--- src/rtl/edid_pkg.sv ---
package edid_pkg;

    // Fixed addresses and codes used when the top module is built with defaults
    localparam logic [6:0]  EDID_DEV_ADDR   = 7'h50;
    localparam logic [19:0] CAP_BASE_ADDR   = 20'h00000;
    localparam logic [19:0] TREQ_REG_ADDR   = 20'h00218;
    localparam logic [19:0] TCSUM_REG_ADDR  = 20'h00261;
    localparam logic [19:0] TRESP_REG_ADDR  = 20'h00260;
    localparam int          TREQ_EDID_BIT   = 2;
    localparam logic [7:0]  RESP_CSUM_CODE  = 8'h04;

    typedef enum logic [3:0] {
        ST_IDLE,
        ST_CAP,
        ST_EXT,
        ST_BLK,
        ST_CHK,
        ST_TREQ,
        ST_WCSUM,
        ST_WRESP,
        ST_ABORT,
        ST_DONE
    } edid_state_e;

    typedef struct packed {
        logic        req;
        logic        wr;
        logic [19:0] addr;
        logic [7:0]  wdata;
    } aux_cmd_t;

    function automatic logic flag_bit(input logic [7:0] value, input int pos);
        return value[pos[2:0]];
    endfunction

    function automatic logic sum_ok(input logic [7:0] acc);
        return acc == 8'h00;
    endfunction

endpackage

--- src/rtl/edid_sum_acc.sv ---
module edid_sum_acc #(
    parameter  int BLOCK_BYTES = 128,
    localparam int IDX_W       = $clog2(BLOCK_BYTES)
) (
    input  logic             clk,
    input  logic             rst,
    input  logic             clr,
    input  logic             add,
    input  logic [7:0]       din,
    output logic [7:0]       sum,
    output logic [IDX_W-1:0] idx,
    output logic             last,
    output logic [7:0]       csum
);

    localparam logic [IDX_W-1:0] LAST_IDX = IDX_W'(BLOCK_BYTES - 1);

    assign last = (idx == LAST_IDX);

    always_ff @(posedge clk) begin
        if (rst) begin
            sum  <= 8'h00;
            idx  <= '0;
            csum <= 8'h00;
        end else if (clr) begin
            sum <= 8'h00;
            idx <= '0;
        end else if (add) begin
            sum <= sum + din;
            idx <= idx + 1'b1;
            if (last) begin
                csum <= din;
            end
        end
    end

endmodule

--- src/rtl/edid_try_ctr.sv ---
module edid_try_ctr #(
    parameter  int MAX_TRIES = 3,
    localparam int TRY_W     = $clog2(MAX_TRIES + 1)
) (
    input  logic             clk,
    input  logic             rst,
    input  logic             load,
    input  logic             inc,
    output logic [TRY_W-1:0] count,
    output logic             at_max
);

    localparam logic [TRY_W-1:0] LIMIT = TRY_W'(MAX_TRIES);

    assign at_max = (count == LIMIT);

    always_ff @(posedge clk) begin
        if (rst) begin
            count <= '0;
        end else if (load) begin
            count <= TRY_W'(1);
        end else if (inc && !at_max) begin
            count <= count + 1'b1;
        end
    end

endmodule

--- src/rtl/edid_aux_mux.sv ---
module edid_aux_mux
    import edid_pkg::*;
#(
    parameter  int          CAP_BYTES  = 12,
    parameter  logic [19:0] CAP_BASE   = CAP_BASE_ADDR,
    parameter  logic [19:0] TREQ_ADDR  = TREQ_REG_ADDR,
    parameter  logic [19:0] TCSUM_ADDR = TCSUM_REG_ADDR,
    parameter  logic [19:0] TRESP_ADDR = TRESP_REG_ADDR,
    parameter  logic [7:0]  RESP_CODE  = RESP_CSUM_CODE,
    localparam int          CAP_W      = $clog2(CAP_BYTES)
) (
    input  edid_state_e      state,
    input  logic [CAP_W-1:0] cap_idx,
    input  logic [7:0]       csum,
    output aux_cmd_t         cmd
);

    always_comb begin
        cmd = '0;
        unique case (state)
            ST_CAP: begin
                cmd.req  = 1'b1;
                cmd.addr = CAP_BASE + 20'(cap_idx);
            end
            ST_TREQ: begin
                cmd.req  = 1'b1;
                cmd.addr = TREQ_ADDR;
            end
            ST_WCSUM: begin
                cmd.req   = 1'b1;
                cmd.wr    = 1'b1;
                cmd.addr  = TCSUM_ADDR;
                cmd.wdata = csum;
            end
            ST_WRESP: begin
                cmd.req   = 1'b1;
                cmd.wr    = 1'b1;
                cmd.addr  = TRESP_ADDR;
                cmd.wdata = RESP_CODE;
            end
            default: cmd = '0;
        endcase
    end

endmodule

--- src/rtl/edid_fetch.sv ---
module edid_fetch
    import edid_pkg::*;
#(
    parameter  int          BLOCK_BYTES = 128,
    parameter  int          MAX_TRIES   = 3,
    parameter  int          CAP_BYTES   = 12,
    parameter  logic [6:0]  DEV_ADDR    = EDID_DEV_ADDR,
    parameter  logic [19:0] CAP_BASE    = CAP_BASE_ADDR,
    parameter  logic [19:0] TREQ_ADDR   = TREQ_REG_ADDR,
    parameter  logic [19:0] TCSUM_ADDR  = TCSUM_REG_ADDR,
    parameter  logic [19:0] TRESP_ADDR  = TRESP_REG_ADDR,
    parameter  int          TREQ_BIT    = TREQ_EDID_BIT,
    parameter  logic [7:0]  RESP_CODE   = RESP_CSUM_CODE,
    localparam int          IDX_W       = $clog2(BLOCK_BYTES),
    localparam int          OFF_W       = IDX_W + 1,
    localparam int          TRY_W       = $clog2(MAX_TRIES + 1)
) (
    input  logic             clk,
    input  logic             rst,
    input  logic             start,
    output logic             rd_req,
    output logic [6:0]       rd_dev,
    output logic [OFF_W-1:0] rd_off,
    input  logic [7:0]       rd_data,
    input  logic             rd_err,
    input  logic             rd_done,
    output logic             aux_req,
    output logic             aux_wr,
    output logic [19:0]      aux_addr,
    output logic [7:0]       aux_wdata,
    input  logic [7:0]       aux_rdata,
    input  logic             aux_done,
    output logic             done,
    output logic             pass,
    output logic [TRY_W-1:0] tries,
    output logic [7:0]       csum
);

    localparam int               CAP_W    = $clog2(CAP_BYTES);
    localparam logic [CAP_W-1:0] CAP_LAST = CAP_W'(CAP_BYTES - 1);
    localparam logic [OFF_W-1:0] EXT_OFF  = OFF_W'(BLOCK_BYTES - 2);

    edid_state_e      state_q, state_d;
    logic [CAP_W-1:0] cap_idx_q;
    logic             blk_q;
    logic             ext_q;
    logic             pass_q;
    logic             busy;

    logic cap_rst, cap_inc;
    logic ext_ld;
    logic blk_clr, blk_set;
    logic pass_set, pass_clr;
    logic acc_clr, acc_add;
    logic try_load, try_inc;

    logic [7:0]       acc_sum;
    logic [IDX_W-1:0] acc_idx;
    logic             acc_last;
    logic [7:0]       acc_csum;
    logic             try_at_max;
    aux_cmd_t         aux_cmd;

    assign busy = (state_q != ST_IDLE);

    edid_sum_acc #(
        .BLOCK_BYTES(BLOCK_BYTES)
    ) u_acc (
        .clk  (clk),
        .rst  (rst),
        .clr  (acc_clr),
        .add  (acc_add),
        .din  (rd_data),
        .sum  (acc_sum),
        .idx  (acc_idx),
        .last (acc_last),
        .csum (acc_csum)
    );

    edid_try_ctr #(
        .MAX_TRIES(MAX_TRIES)
    ) u_try (
        .clk    (clk),
        .rst    (rst),
        .load   (try_load),
        .inc    (try_inc),
        .count  (tries),
        .at_max (try_at_max)
    );

    edid_aux_mux #(
        .CAP_BYTES  (CAP_BYTES),
        .CAP_BASE   (CAP_BASE),
        .TREQ_ADDR  (TREQ_ADDR),
        .TCSUM_ADDR (TCSUM_ADDR),
        .TRESP_ADDR (TRESP_ADDR),
        .RESP_CODE  (RESP_CODE)
    ) u_aux (
        .state   (state_q),
        .cap_idx (cap_idx_q),
        .csum    (acc_csum),
        .cmd     (aux_cmd)
    );

    // Sequencer: capability read, then attempts of extension byte + blocks
    always_comb begin
        state_d  = state_q;
        cap_rst  = 1'b0;
        cap_inc  = 1'b0;
        ext_ld   = 1'b0;
        blk_clr  = 1'b0;
        blk_set  = 1'b0;
        pass_set = 1'b0;
        pass_clr = 1'b0;
        acc_clr  = 1'b0;
        acc_add  = 1'b0;
        try_load = 1'b0;
        try_inc  = 1'b0;
        unique case (state_q)
            ST_IDLE: begin
                if (start) begin
                    state_d  = ST_CAP;
                    cap_rst  = 1'b1;
                    try_load = 1'b1;
                    pass_clr = 1'b1;
                end
            end
            ST_CAP: begin
                if (aux_done) begin
                    if (cap_idx_q == CAP_LAST) begin
                        state_d = ST_EXT;
                    end else begin
                        cap_inc = 1'b1;
                    end
                end
            end
            ST_EXT: begin
                if (rd_done) begin
                    if (rd_err) begin
                        state_d = ST_ABORT;
                    end else begin
                        ext_ld  = 1'b1;
                        blk_clr = 1'b1;
                        acc_clr = 1'b1;
                        state_d = ST_BLK;
                    end
                end
            end
            ST_BLK: begin
                if (rd_done) begin
                    if (rd_err) begin
                        state_d = ST_ABORT;
                    end else begin
                        acc_add = 1'b1;
                        if (acc_last) begin
                            state_d = ST_CHK;
                        end
                    end
                end
            end
            ST_CHK: begin
                if (!sum_ok(acc_sum)) begin
                    state_d = ST_ABORT;
                end else if (!blk_q && ext_q) begin
                    blk_set = 1'b1;
                    acc_clr = 1'b1;
                    state_d = ST_BLK;
                end else begin
                    state_d = ST_TREQ;
                end
            end
            ST_TREQ: begin
                if (aux_done) begin
                    if (flag_bit(aux_rdata, TREQ_BIT)) begin
                        state_d = ST_WCSUM;
                    end else begin
                        pass_set = 1'b1;
                        state_d  = ST_DONE;
                    end
                end
            end
            ST_WCSUM: begin
                if (aux_done) begin
                    state_d = ST_WRESP;
                end
            end
            ST_WRESP: begin
                if (aux_done) begin
                    pass_set = 1'b1;
                    state_d  = ST_DONE;
                end
            end
            ST_ABORT: begin
                if (try_at_max) begin
                    pass_clr = 1'b1;
                    state_d  = ST_DONE;
                end else begin
                    try_inc = 1'b1;
                    state_d = ST_EXT;
                end
            end
            ST_DONE: begin
                state_d = ST_IDLE;
            end
            default: state_d = ST_IDLE;
        endcase
    end

    always_ff @(posedge clk) begin
        if (rst) begin
            state_q   <= ST_IDLE;
            cap_idx_q <= '0;
            blk_q     <= 1'b0;
            ext_q     <= 1'b0;
            pass_q    <= 1'b0;
        end else begin
            state_q <= state_d;
            if (cap_rst) begin
                cap_idx_q <= '0;
            end else if (cap_inc) begin
                cap_idx_q <= cap_idx_q + 1'b1;
            end
            if (ext_ld) begin
                ext_q <= |rd_data;
            end
            if (blk_clr) begin
                blk_q <= 1'b0;
            end else if (blk_set) begin
                blk_q <= 1'b1;
            end
            if (pass_set) begin
                pass_q <= 1'b1;
            end else if (pass_clr) begin
                pass_q <= 1'b0;
            end
        end
    end

    assign rd_req    = (state_q == ST_EXT) || (state_q == ST_BLK);
    assign rd_dev    = DEV_ADDR;
    assign rd_off    = (state_q == ST_EXT) ? EXT_OFF : {blk_q, acc_idx};
    assign aux_req   = aux_cmd.req;
    assign aux_wr    = aux_cmd.wr;
    assign aux_addr  = aux_cmd.addr;
    assign aux_wdata = aux_cmd.wdata;
    assign done      = (state_q == ST_DONE);
    assign pass      = pass_q;
    assign csum      = acc_csum;

endmodule

--- config.mk ---
export PLATFORM = sky130hd
export DESIGN_NAME = edid_fetch
export DESIGN_NICKNAME = d
export VERILOG_FILES = /design/src/rtl/edid_pkg.sv /design/src/rtl/edid_sum_acc.sv /design/src/rtl/edid_try_ctr.sv /design/src/rtl/edid_aux_mux.sv /design/src/rtl/edid_fetch.sv
export SDC_FILE = /design/constraint.sdc
export NUM_CORES = 1
export LEC_CHECK = 0
export BUFFER_PORTS_ARGS = -buffer_cell sky130_fd_sc_hd__buf_2
export CORE_ASPECT_RATIO = 1.5
export CORE_MARGIN = 5
export CORE_UTILIZATION = 55
export CTS_CLUSTER_DIAMETER = 200
export DETAILED_ROUTE_END_ITERATION = 8
export PLACE_DENSITY = 0.82
export SYNTH_ARGS = -nofsm -noshare
export SYNTH_HDL_FRONTEND = slang
export SYNTH_HIERARCHICAL = 1
export SYNTH_SLANG_ARGS = --single-unit
--- constraint.sdc ---
create_clock -name clk -period 6.17 [get_ports clk]
set_input_delay 0.9255 -clock clk [delete_from_list [all_inputs] [get_ports clk]]
set_output_delay 0.9255 -clock clk [all_outputs]
set_load 0.1 [all_outputs]
Word level (Yosys, flattened, before mapping). Cells that the tools add are included.

Bits in registers: 36. Latch bits: 0. Memory bits (writable): 0. ROM bits: 0. Input bits: 22. Output and inout bits: 58. Word-level logic and storage cells: 99. Memories: 0.

Add/sub/neg operators: 4. $mul: 0. Divide/modulo/power cells: 0. Magnitude comparators: 0. Equal/unequal tests: 21. Shifts and indexed selects: 0. Multiplexer cells: 46. Bitwise operators: 1. Reductions and logical operators: 17.

Operators by type and width (number): two-way mux 4 bit (14); one-hot mux 10 bit (4 select lines) (1); one-hot mux 4 bit (9 select lines) (1); two-way mux 1 bit (24); equality test 4 x 3 -> 1 bit, second input constant (4); inequality test 2 bit, second input constant (8); one-hot mux 8 bit (2 select lines) (1); equality test 4 bit, second input constant (3); AND reduction 9 bit (1); adder 8 bit (1); equality test 4 x 2 -> 1 bit, second input constant (2); logical NOT 8 bit (1); two-way mux 8 bit (1); OR reduction 2 bit (4); OR reduction 8 bit (1); adder 7 x 1 -> 7 bit, second input constant (1); equality test 7 bit, second input constant (1); one-hot mux 1 bit (2 select lines) (3); adder 4 x 1 -> 4 bit, second input constant (1); equality test 4 x 1 -> 1 bit, second input constant (1); logical NOT 4 bit (1); nonzero test 2 bit (2); OR reduction 4 bit (1); two-way mux 3 bit (1); other kinds (8) (10).

Logic depth before layout (Yosys ltp). Gate-level depths: netlist (run 1).

Word-level depth: 7. Gate-level depth with buffers: 9. Depth with buffers taken out: 8.

Hierarchy. Netlist (run 1), hierarchy kept.

By module, submodules not included: edid_sum_acc (instances 1, cells an instance 135, area an instance 1212.4 um2, seq. area each 460.4 um2); edid_fetch (instances 1, cells an instance 119, area an instance 980.9 um2, seq. area each 220.2 um2); edid_aux_mux (instances 1, cells an instance 40, area an instance 292.8 um2, seq. area each 0.0 um2); edid_try_ctr (instances 1, cells an instance 9, area an instance 98.8 um2, seq. area each 40.0 um2).

Worst setup path before layout (run 1). No wires, ideal clock.

Kind: register to register. Start point: register state_q[1]. End point: register u_acc.csum[2]. Library setup time: 0.118 ns. Arrival time: 4.244 ns. Data required time: 6.052 ns. Slack: 1.808 ns. Cell stages (with the launch flop): 9. Buffers on the path: 1. Clock period less this slack: 4.362 ns. Cell sequence: dfxtp_1 buf_6 inv_1 nor3_1 and3_1 inv_2 nor4_4 mux2i_1 nor2_1.

RTL lines: start, declared (line edid_fetch.sv:43) `edid_state_e state_q, state_d;`; start signal, assigned (line edid_fetch.sv:217) `state_q <= state_d;`; equality test 4 x 2 -> 1 bit (line edid_fetch.sv:119) `unique case (state_q)`; two-way mux 1 bit (line edid_fetch.sv:119); via acc_add (line edid_fetch.sv:54) `logic acc_clr, acc_add;`; AND reduction 3 bit (no line); end signal, assigned (line edid_sum_acc.sv:32) `csum <= din;`; end, declared (line edid_sum_acc.sv:13) `output logic [7:0] csum`.

The timed path passes the listed nets, and every way through them passes these cells. A chain may end at the register's enable or synchronous reset.

Worst setup path in the final report (run 1).
Start point: register state_q[1]. End point: output port rd_off[4].

Longest elaborated chain between the ends: 2.

RTL lines: equality test 4 x 2 -> 1 bit (line edid_fetch.sv:241) `assign rd_off = (state_q == ST_EXT) ? EXT_OFF : {blk_q, acc_idx};`; two-way mux 8 bit (line edid_fetch.sv:241); end, declared (line edid_fetch.sv:23) `output logic [OFF_W-1:0] rd_off,`.

Every way passes these cells.

==> impl_metrics.toml, run 1 <==
[status]
status = "completed"

[die]
die_h_um = 93.97
die_w_um = 65.98
num_io_pins = 80
start_util_pct = 56.91
core_mm2 = 0.004542
rows = 30
dieArea_mm2 = 0.006199

[cts]
cts_resized = 0
cts_root_buf = "clkbuf_8"
clk_latency_ns = 0.30
cts_tree = "built"
postCtsHoldBufs = 0
post_cts_buffers = 0
cts_max_level = 2
clock_sinks = 36
cts_buffer_depth = 2
cts_buffers = 5
cts.clk_slew.worst_paths_ns = 0.07

[sta]
finClkSkew_ns = 0.008685
grt_setup_unrepaired = "false"
fin_crit_sh_pct = 56.58
report.final.slew_viol_count = 0
finalSetupViolCount = 0
finalCriticalPeriod_ns = 3.491
maxSlewHeadroom_pct = 35.65
fmax_mhz = 286.5
worst_pin_slew_ns = 0.9640
finalHoldViolations = 0
setup_tns_ns = 0

[place]
dp_hpwl_um = 4391
portBuffers = 53
dp.cells = 402
gp_congestion = 0.8998

[synth]
seq_area_frac_synth_pct = 27.88
yosysWarnings = 6
yosysUniqueCellTypes = 59
synth_top_area_share_pct = 27.88
ys_seq_elements = 36
syn_inst = 303
synth-edff-count = 0
avgSynthCellArea_um2 = 8.531
synth.area.top_cells = "dfxtp_1, buf_4, mux2i_1"
yosysTopAreaCell = "dfxtp_1"
synthArstFlopShare_pct = 0
synth_area_mm2 = 0.002585
synth_ff_type = "dfxtp_1"

[pwr]
p_int_uw = 413.5
leakage_nw = 1.237
switching_share_pct = 48.85
p_sw_uw = 394.8
sequentialPowerShare_pct = 34.7
combPwrFrac_pct = 43.8
p_clk_share_pct = 21.5
vdd_drop_max_mv = 0.1852
power.density_mw_per_mm2 = 285.0

[global_route]
antenna_found_initial = 0
grt_usage_pct = 20.00
grt_max_degree = 29
grt_pass1_wl_um = 9673
grt_pass1_vias = 2099
grt-ovfl-total = 0

[worst_setup_path]
setup.worst_path.start_class = "flip-flop"
path_class = "reg2out"
cp-end-kind = "output pin"
reg2reg_slack_ns = 2.82
rr_endpoint = "u_acc/csum[7]"
arrival_ns = 2.57
crit_fanout = 23
reg2reg_from = "state_q[1]"
reg2regPathDepth = 7
required_ns = 5.24
startpoint = "state_q[1]"
worstSetupEndpoint = "rd_off[4]"

[min_path]
worstHoldPathType = "reg2reg"
hold_depth = 2

[finish]
post-route-util_pct = 62.45
num_antenna_cells = 0
final_nets = 378
drive_above_1_share_pct = 23.70
fillers = 424
multi_input_area_mm2 = 0.001644
fin_cells = 410
syn_to_final_growth_pct = 9.729
final-seq-area_um2 = 720.7

[route]
dr_total_vias = 2290
wl_um = 5922
drc = 0
drtPass1Iterations = 4
drt-initial-drc-count = 182
wl_per_cell_um = 14.44
via_per_inst = 5.585
final_antenna_net_count = 0

[job]
drv_cap = 0
-- power by group through the flow --
stage	registers [mW]	logic [mW]	clock network (mW)
after detailed placement	0.286	0.353	0
after CTS	0.281	0.354	0.179
after global routing	0.284	0.374	0.190
after global placement	0.284	0.350	0
after floorplan	0.277	0.330	0
final	0.281	0.354	0.174
-- state kept, by name, indices dropped and copies added (netlist names), 2 cells and up --
| register | flops |
|---|---|
| u_acc/csum | 8 |
| u_acc/sum | 8 |
| u_acc/idx | 7 |
| cap_idx_q | 4 |
| state_q | 4 |
| u_try/count | 2 |
-- Yosys cell counts (4+ instances only) --
library cell and number:
buf_6 4, a211oi_1 4, nor2_1 36, dfxtp_1 36, or2_2 7, nor4b_2 4, a21oi_1 14, nor3_1 13
mux2i_1 14, buf_2 5, ha_1 10, o21ai_0 5, xor2_1 6, or3_1 4, nand2_1 12, o21a_1 4
nor2b_1 11, nand4_1 7, nor4_1 5, and2_1 10, inv_1 7, nand3_1 6, buf_4 22
-- per-stage QoR --
stage          area [µm²]  power (mW)  hold WS (ns)  setup slack, ns
2_1_floorplan        2645      0.6075        0.4590            1.808
3_3_place_gp         2744      0.6340        0.4509            2.879
3_5_place_dp         2744      0.6388        0.4630            2.868
4_1_cts              2836      0.8134        0.4736            2.662
5_1_grt              2836      0.8488        0.5139            2.542
6_report             2836      0.8083        0.4710            2.679
-- per-layer routing --
| layer | global-route usage (%) | routed length [µm] |
|---|---|---|
| met5 | 0 | 0 |
| met4 | 7.797 | 122 |
| met3 | 4.790 | 281 |
| met2 | 34.73 | 3085 |
| met1 | 23.23 | 2433 |
-- area by class of cell --
| type | instances | area share [%] |
|---|---|---|
| Clock buffer | 6 | 2.911 |
| Clock inverter | 2 | 0.3529 |
| Inverter | 9 | 1.191 |
| Multi-Input combinational cell | 240 | 57.96 |
| Sequential cell | 36 | 25.41 |
| Tap cell | 64 | 2.823 |
| Timing Repair Buffer | 53 | 9.352 |
-- worst max-delay path, cell delays in order, from the launching register on --
cell and delay, ns:
dfxtp_1 0.83, nor4b_2 0.78, or2_2 0.23, buf_2 0.42
-- placed cells by master, fill, tap and decap left out, types with 7 or more instances in the layout --
master	n
a21oi_1	14
and2_1	10
buf_2	53
conb_1	19
dfxtp_1	36
ha_1	10
inv_1	7
mux2i_1	14
nand2_1	12
nand4_1	7
nor2_1	36
nor2b_1	11
nor3_1	13
or2_2	7
-- worst min path at each step --
stage / from / to
after detailed placement: pass / pass
after CTS: pass / pass
after floorplan: blk_q / blk_q
after global routing: pass / pass
final: pass / pass
after global placement: pass / pass
-- cell families after synthesis --
| family | synth area share, % |
|---|---|
| AND/OR/NAND/NOR | 33.40 |
| AO/OA/AOI/OAI | 13.70 |
| buffers and inverters | 10.84 |
| flip-flops | 27.88 |
| multiplexers | 5.421 |
| adder cells (fa/ha/maj) | 5.615 |
| XOR/XNOR | 2.711 |
| other | 0.4356 |
Note: power is estimated with default switching activity, not from simulation.
==> run 2: changes to the inputs <==
--- a/config.mk
+++ b/config.mk
@@ -8,10 +8,10 @@
 export BUFFER_PORTS_ARGS = -buffer_cell sky130_fd_sc_hd__buf_2
 export CORE_ASPECT_RATIO = 1.5
 export CORE_MARGIN = 5
-export CORE_UTILIZATION = 55
+export CORE_UTILIZATION = 47
 export CTS_CLUSTER_DIAMETER = 200
 export DETAILED_ROUTE_END_ITERATION = 8
-export PLACE_DENSITY = 0.82
+export PLACE_DENSITY = 0.74
 export SYNTH_ARGS = -nofsm -noshare
 export SYNTH_HDL_FRONTEND = slang
 export SYNTH_HIERARCHICAL = 1
==> constraint.sdc (replaced) <==
create_clock -name clk -period 2.8 [get_ports clk]
set_input_delay 0.42 -clock clk [delete_from_list [all_inputs] [get_ports clk]]
set_output_delay 0.42 -clock clk [all_outputs]
set_load 0.1 [all_outputs]
==> run 2 against run 1 <==
First-iteration DRC count down 16%; clock power grew 98%; non-clock buffer count rose by 6; combinational power rose to 2.7 times the previous value; setup slack got worse by 2.4 ns; largest power group unchanged; largest cell class unchanged.
==> impl_metrics.toml, run 2 (synthesis gave the netlist of run 1 again) <==
[status]
status = "completed"

[worst_setup_path]
crit_fanout = 17
reg2regPathDepth = 6
path_class = "reg2out"
path_cells = "buf_4 -> and4bb_4 -> and2_1 -> buf_2"
reg2reg_from = "state_q[1]"
cpPeakStageDelay_ns = 0.59
arrival_ns = 2.08
crit_buf_inv = 2
rr_endpoint = "u_acc/sum[5]"
cp_top_family = "buffers and inverters"
required_ns = 2.38
cpMaxStageDelayCell = "dfxtp_1"
reg2reg_slack_ns = 0.42
worstSetupPathDepth = 4
setup.worst_path.start_class = "flip-flop"
cp-end-kind = "output pin"

[finish]
post-route-util_pct = 55.29
fin_cells = 421
drive_above_1_share_pct = 25.64
fin_area_mm2 = 0.002990
final_cell_mix = "buf_2, nor2_1, dfxtp_1"
syn_to_final_growth_pct = 15.68
final_nets = 384
num_antenna_cells = 0
biggestRegsByFlops = "u_acc/csum x8, u_acc/sum x8, u_acc/idx x7"
final_common_cell = "buf_2"
fillers = 544

[sta]
fmax_mhz = 400.7
finalHoldViolations = 0
fin_crit_sh_pct = 89.13
grt_setup_unrepaired = "false"
finClkSkew_ns = 0.006592
finalSetupViolCount = 0
maxSlewHeadroom_pct = 49.87
worst_pin_slew_ns = 0.7500
setup_tns_ns = 0
finalCriticalPeriod_ns = 2.496
report.final.slew_viol_count = 0

[global_route]
grt_pass1_vias = 2196
grt_usage_pct = 17.11
antenna_found_initial = 0
grt-ovfl-total = 0
grt_pass1_wl_um = 9887
grt_max_degree = 24

[pwr]
switching_share_pct = 47.32
vdd_drop_max_mv = 0.3984
combPwrFrac_pct = 51.1
power.density_mw_per_mm2 = 625.4
leakage_nw = 1.277
finalPower_mw = 1.870
p_sw_uw = 885.0
p_clk_share_pct = 18.4
sequentialPowerShare_pct = 30.5
p_int_uw = 985.4

[route]
drc = 0
drt-initial-drc-count = 153
dr_total_vias = 2312
wl_um = 5967
via_per_inst = 5.492
wl_per_cell_um = 14.17
drtPass1Iterations = 4
final_antenna_net_count = 0

[cts]
cts_root_buf = "clkbuf_8"
post_cts_buffers = 0
clock_sinks = 36
postCtsHoldBufs = 0
cts_resized = 0
cts_buffer_depth = 2
cts_tree = "built"
clk_latency_ns = 0.29
cts.clk_slew.worst_paths_ns = 0.07
cts_buffers = 5
cts_max_level = 2

[die]
start_util_pct = 47.79
rows = 33
die_w_um = 70.55
core_mm2 = 0.005409
num_io_pins = 80
die_h_um = 100.8
dieArea_mm2 = 0.007114

[min_path]
whs_endpoint = "u_acc/csum[3]"
hold_depth = 3
worstHoldPathType = "in2reg"
min-delay-start = "rd_data[3]"

[place]
dpl-instance-area_mm2 = 0.002913
portBuffers = 53
gp_congestion = 0.9038
dp.cells = 414
dp_hpwl_um = 4569

[job]
drv_cap = 0
[run 2: cell count changes in the layout (fill, tap and decap cells not counted), sizes merged]
cell	delta
buf	+6
clkinv	-1
[run 2: worst max path at each step]
stage / to / slack (ns) / startpoint
after CTS: aux_wdata[7] / 0.27 / state_q[2]
after floorplan: aux_addr[1] / -0.005 / state_q[0]
final: aux_wdata[5] / 0.30 / state_q[2]
after global placement: u_acc/sum[5] / 0.48 / state_q[1]
after detailed placement: u_acc/sum[5] / 0.41 / state_q[1]
after global routing: aux_wdata[7] / 0.16 / state_q[2]
[run 2: stage by stage]
stage	worst slack, ns	hold WS [ns]
3_5_place_dp	0.4075	0.4739
6_report	0.3044	0.4152
3_3_place_gp	0.4816	0.4520
2_1_floorplan	-0.004869	0.4590
5_1_grt	0.1594	0.4256
4_1_cts	0.2731	0.4049
[run 2: final cells by class]
type / count / area [µm²] / area share (%)
sequential: 36 / 720.7 / 24.10
clock inverter: 1 / 5.005 / 0.1674
multi-input combinational: 240 / 1670 / 55.86
timing repair buffer: 59 / 400.4 / 13.39
clock buffer: 6 / 72.57 / 2.427
tap: 70 / 87.58 / 2.929
inverter: 9 / 33.78 / 1.130
[run 2: power by group through the flow]
| stage | clock, mW | sequential, mW | combinational [mW] |
|---|---|---|---|
| 6_report | 0.345 | 0.570 | 0.955 |
| 5_1_grt | 0.381 | 0.575 | 1.00 |
| 4_1_cts | 0.355 | 0.571 | 0.960 |
| 3_5_place_dp | 0 | 0.583 | 0.956 |
| 3_3_place_gp | 0 | 0.582 | 0.950 |
| 2_1_floorplan | 0 | 0.611 | 0.738 |
[run 2: tightest hold or removal path: cells and delay by family]
family / cells / cell delay [ns]
buffers and inverters: 1 / 0.11
AND/OR/NAND/NOR: 1 / 0.07
multiplexers: 1 / 0.07
[run 2: routing by layer]
layer  vias up  GRT usage [%]  share of wire, %
met1      1102          17.72                38
met5         -              0                 0
li1       1137              -                 -
met3        15          3.992               5.4
met4         0          8.683               2.8
met2        58          31.75                54
==> run 3: changes to the inputs <==
--- a/config.mk
+++ b/config.mk
@@ -7,7 +7,7 @@
 export LEC_CHECK = 0
 export BUFFER_PORTS_ARGS = -buffer_cell sky130_fd_sc_hd__buf_2
 export CORE_ASPECT_RATIO = 1.5
-export CORE_MARGIN = 5
+export CORE_MARGIN = 2
 export CORE_UTILIZATION = 47
 export CTS_CLUSTER_DIAMETER = 200
 export DETAILED_ROUTE_END_ITERATION = 8
@@ -16,3 +16,4 @@
 export SYNTH_HDL_FRONTEND = slang
 export SYNTH_HIERARCHICAL = 1
 export SYNTH_SLANG_ARGS = --single-unit
+export TNS_END_PERCENT = 20
==> run 3 against run 2 <==
Worst hold slack better by 0.011 ns; sequential cell count did not move; sequential share of layout area decreased by 0.060 points; clock-buffer cell count rose by 2; register-to-register slack gained 0.07 ns; highest routed layer unchanged; total power grew 1.6%; non-clock buffer count unchanged.
==> impl_metrics.toml, run 3 (synthesis gave the netlist of run 1 again) <==
[status]
status = "completed"

[cts]
clk_latency_ns = 0.28
cts_buffers = 5
cts_max_level = 2
cts_resized = 0
cts_buffer_depth = 2
postCtsHoldBufs = 0
cts_root_buf = "clkbuf_8"
cts_tree = "built"
clock_sinks = 36
post_cts_buffers = 0
cts.clk_slew.worst_paths_ns = 0.07

[sta]
finClkSkew_ns = 0.005489
worst_pin_slew_ns = 0.7224
setup_ws_ns = 0.4223
maxSlewHeadroom_pct = 51.71
fin_crit_sh_pct = 84.92
grt_setup_unrepaired = "false"
fmax_mhz = 420.6
finalHoldViolations = 0
holdWs_ns = 0.4258
finalCriticalPeriod_ns = 2.378
finalSetupViolCount = 0
report.final.slew_viol_count = 0

[die]
rows = 33
die_w_um = 64.55
die_h_um = 94.83
start_util_pct = 48.16
core_mm2 = 0.005368
dieArea_mm2 = 0.006121
num_io_pins = 80

[worst_setup_path]
setup.worst_path.start_class = "flip-flop"
startpoint = "state_q[2]"
rr_endpoint = "u_acc/sum[5]"
required_ns = 2.38
reg2reg_from = "state_q[0]"
arrival_ns = 1.96
reg2reg_slack_ns = 0.49
crit_fanout = 24
reg2regPathDepth = 6
worstSetupEndpoint = "aux_wdata[6]"
cp-end-kind = "output pin"
path_class = "reg2out"

[min_path]
worstHoldPathType = "in2reg"
min-delay-start = "rd_data[3]"

[global_route]
grt_pass1_wl_um = 9618
grt_pass1_vias = 2270
grt_usage_pct = 19.55
antenna_found_initial = 0
grt_max_degree = 25
grt-ovfl-total = 0

[pwr]
leakage_nw = 1.280
vdd_drop_max_mv = 0.3039
power.density_mw_per_mm2 = 633.6

[route]
drc = 0
drtPass1Iterations = 4
wl_per_cell_um = 13.52
drt-initial-drc-count = 144
via_per_inst = 5.445
dr_total_vias = 2298
wl_um = 5707
final_antenna_net_count = 0

[finish]
syn_to_final_growth_pct = 15.97
drive_above_1_share_pct = 25.28
final_cell_mix = "buf_2, nor2_1, dfxtp_1"
final_common_cell = "buf_2"
final_nets = 384
num_antenna_cells = 0
fillers = 519
biggestRegsByFlops = "u_acc/csum x8, u_acc/sum x8, u_acc/idx x7"

[place]
portBuffers = 53
dp_hpwl_um = 4352
gp_congestion = 0.9001
place_ws_ns = 0.5059

[job]
drv_cap = 0
[run 3: cell types whose count changed in the layout (fill, tap and decap cells not counted), sizes merged]
cell	before	now
clkinv	1	0
clkbuf	6	8
[run 3: final cells by class]
class	count	area [µm²]	area share [%]
clock buffers	8	90.09	3.005
inverters	9	33.78	1.127
multi-input cells	240	1665	55.55
flip-flops and latches	36	720.7	24.04
well taps	70	87.58	2.922
repair buffers	59	400.4	13.36
[run 3: power breakdown]
part	switching, mW	internal (mW)	total (mW)
Sequential	0.0289	0.534	0.562
Combinational	0.677	0.283	0.960
Clock	0.177	0.201	0.377
[run 3: how the worst min path moves through the flow]
stage	cells past startpoint	slack, ns	endpoint
after global placement	2	0.45	pass
after global routing	3	0.43	u_acc/csum[6]
after detailed placement	2	0.46	pass
after CTS	3	0.42	u_acc/csum[6]
after floorplan	2	0.46	blk_q
final	3	0.43	u_acc/csum[3]
[run 3: worst max-delay path, stage by stage, from the launching register on]
cell and delay, ns:
dfxtp_1 0.46, buf_4 0.32, and4bb_4 0.33, and2_1 0.14, buf_2 0.42
[run 3: routing by layer]
metal	vias to the layer above	track usage, %	wire length [µm]
met5	-	0	0
met4	0	8.511	98
met3	8	2.861	217
met2	51	38.11	3155
met1	1095	20.31	2235
li1	1144	-	-
[run 3: stage by stage]
step                cell area (µm²)  power [mW]  instances  utilization (%)  TNS, ns
CTS                            2998       1.911        422            55.85        0
global route                   2998       1.983        422            55.85        0
detailed placement             2908       1.534        414            54.17        0
finish                         2998       1.899        422            55.85        0
global placement               2908       1.528        414            54.17        0
floorplan                      2666       1.347        319                -  -0.3419
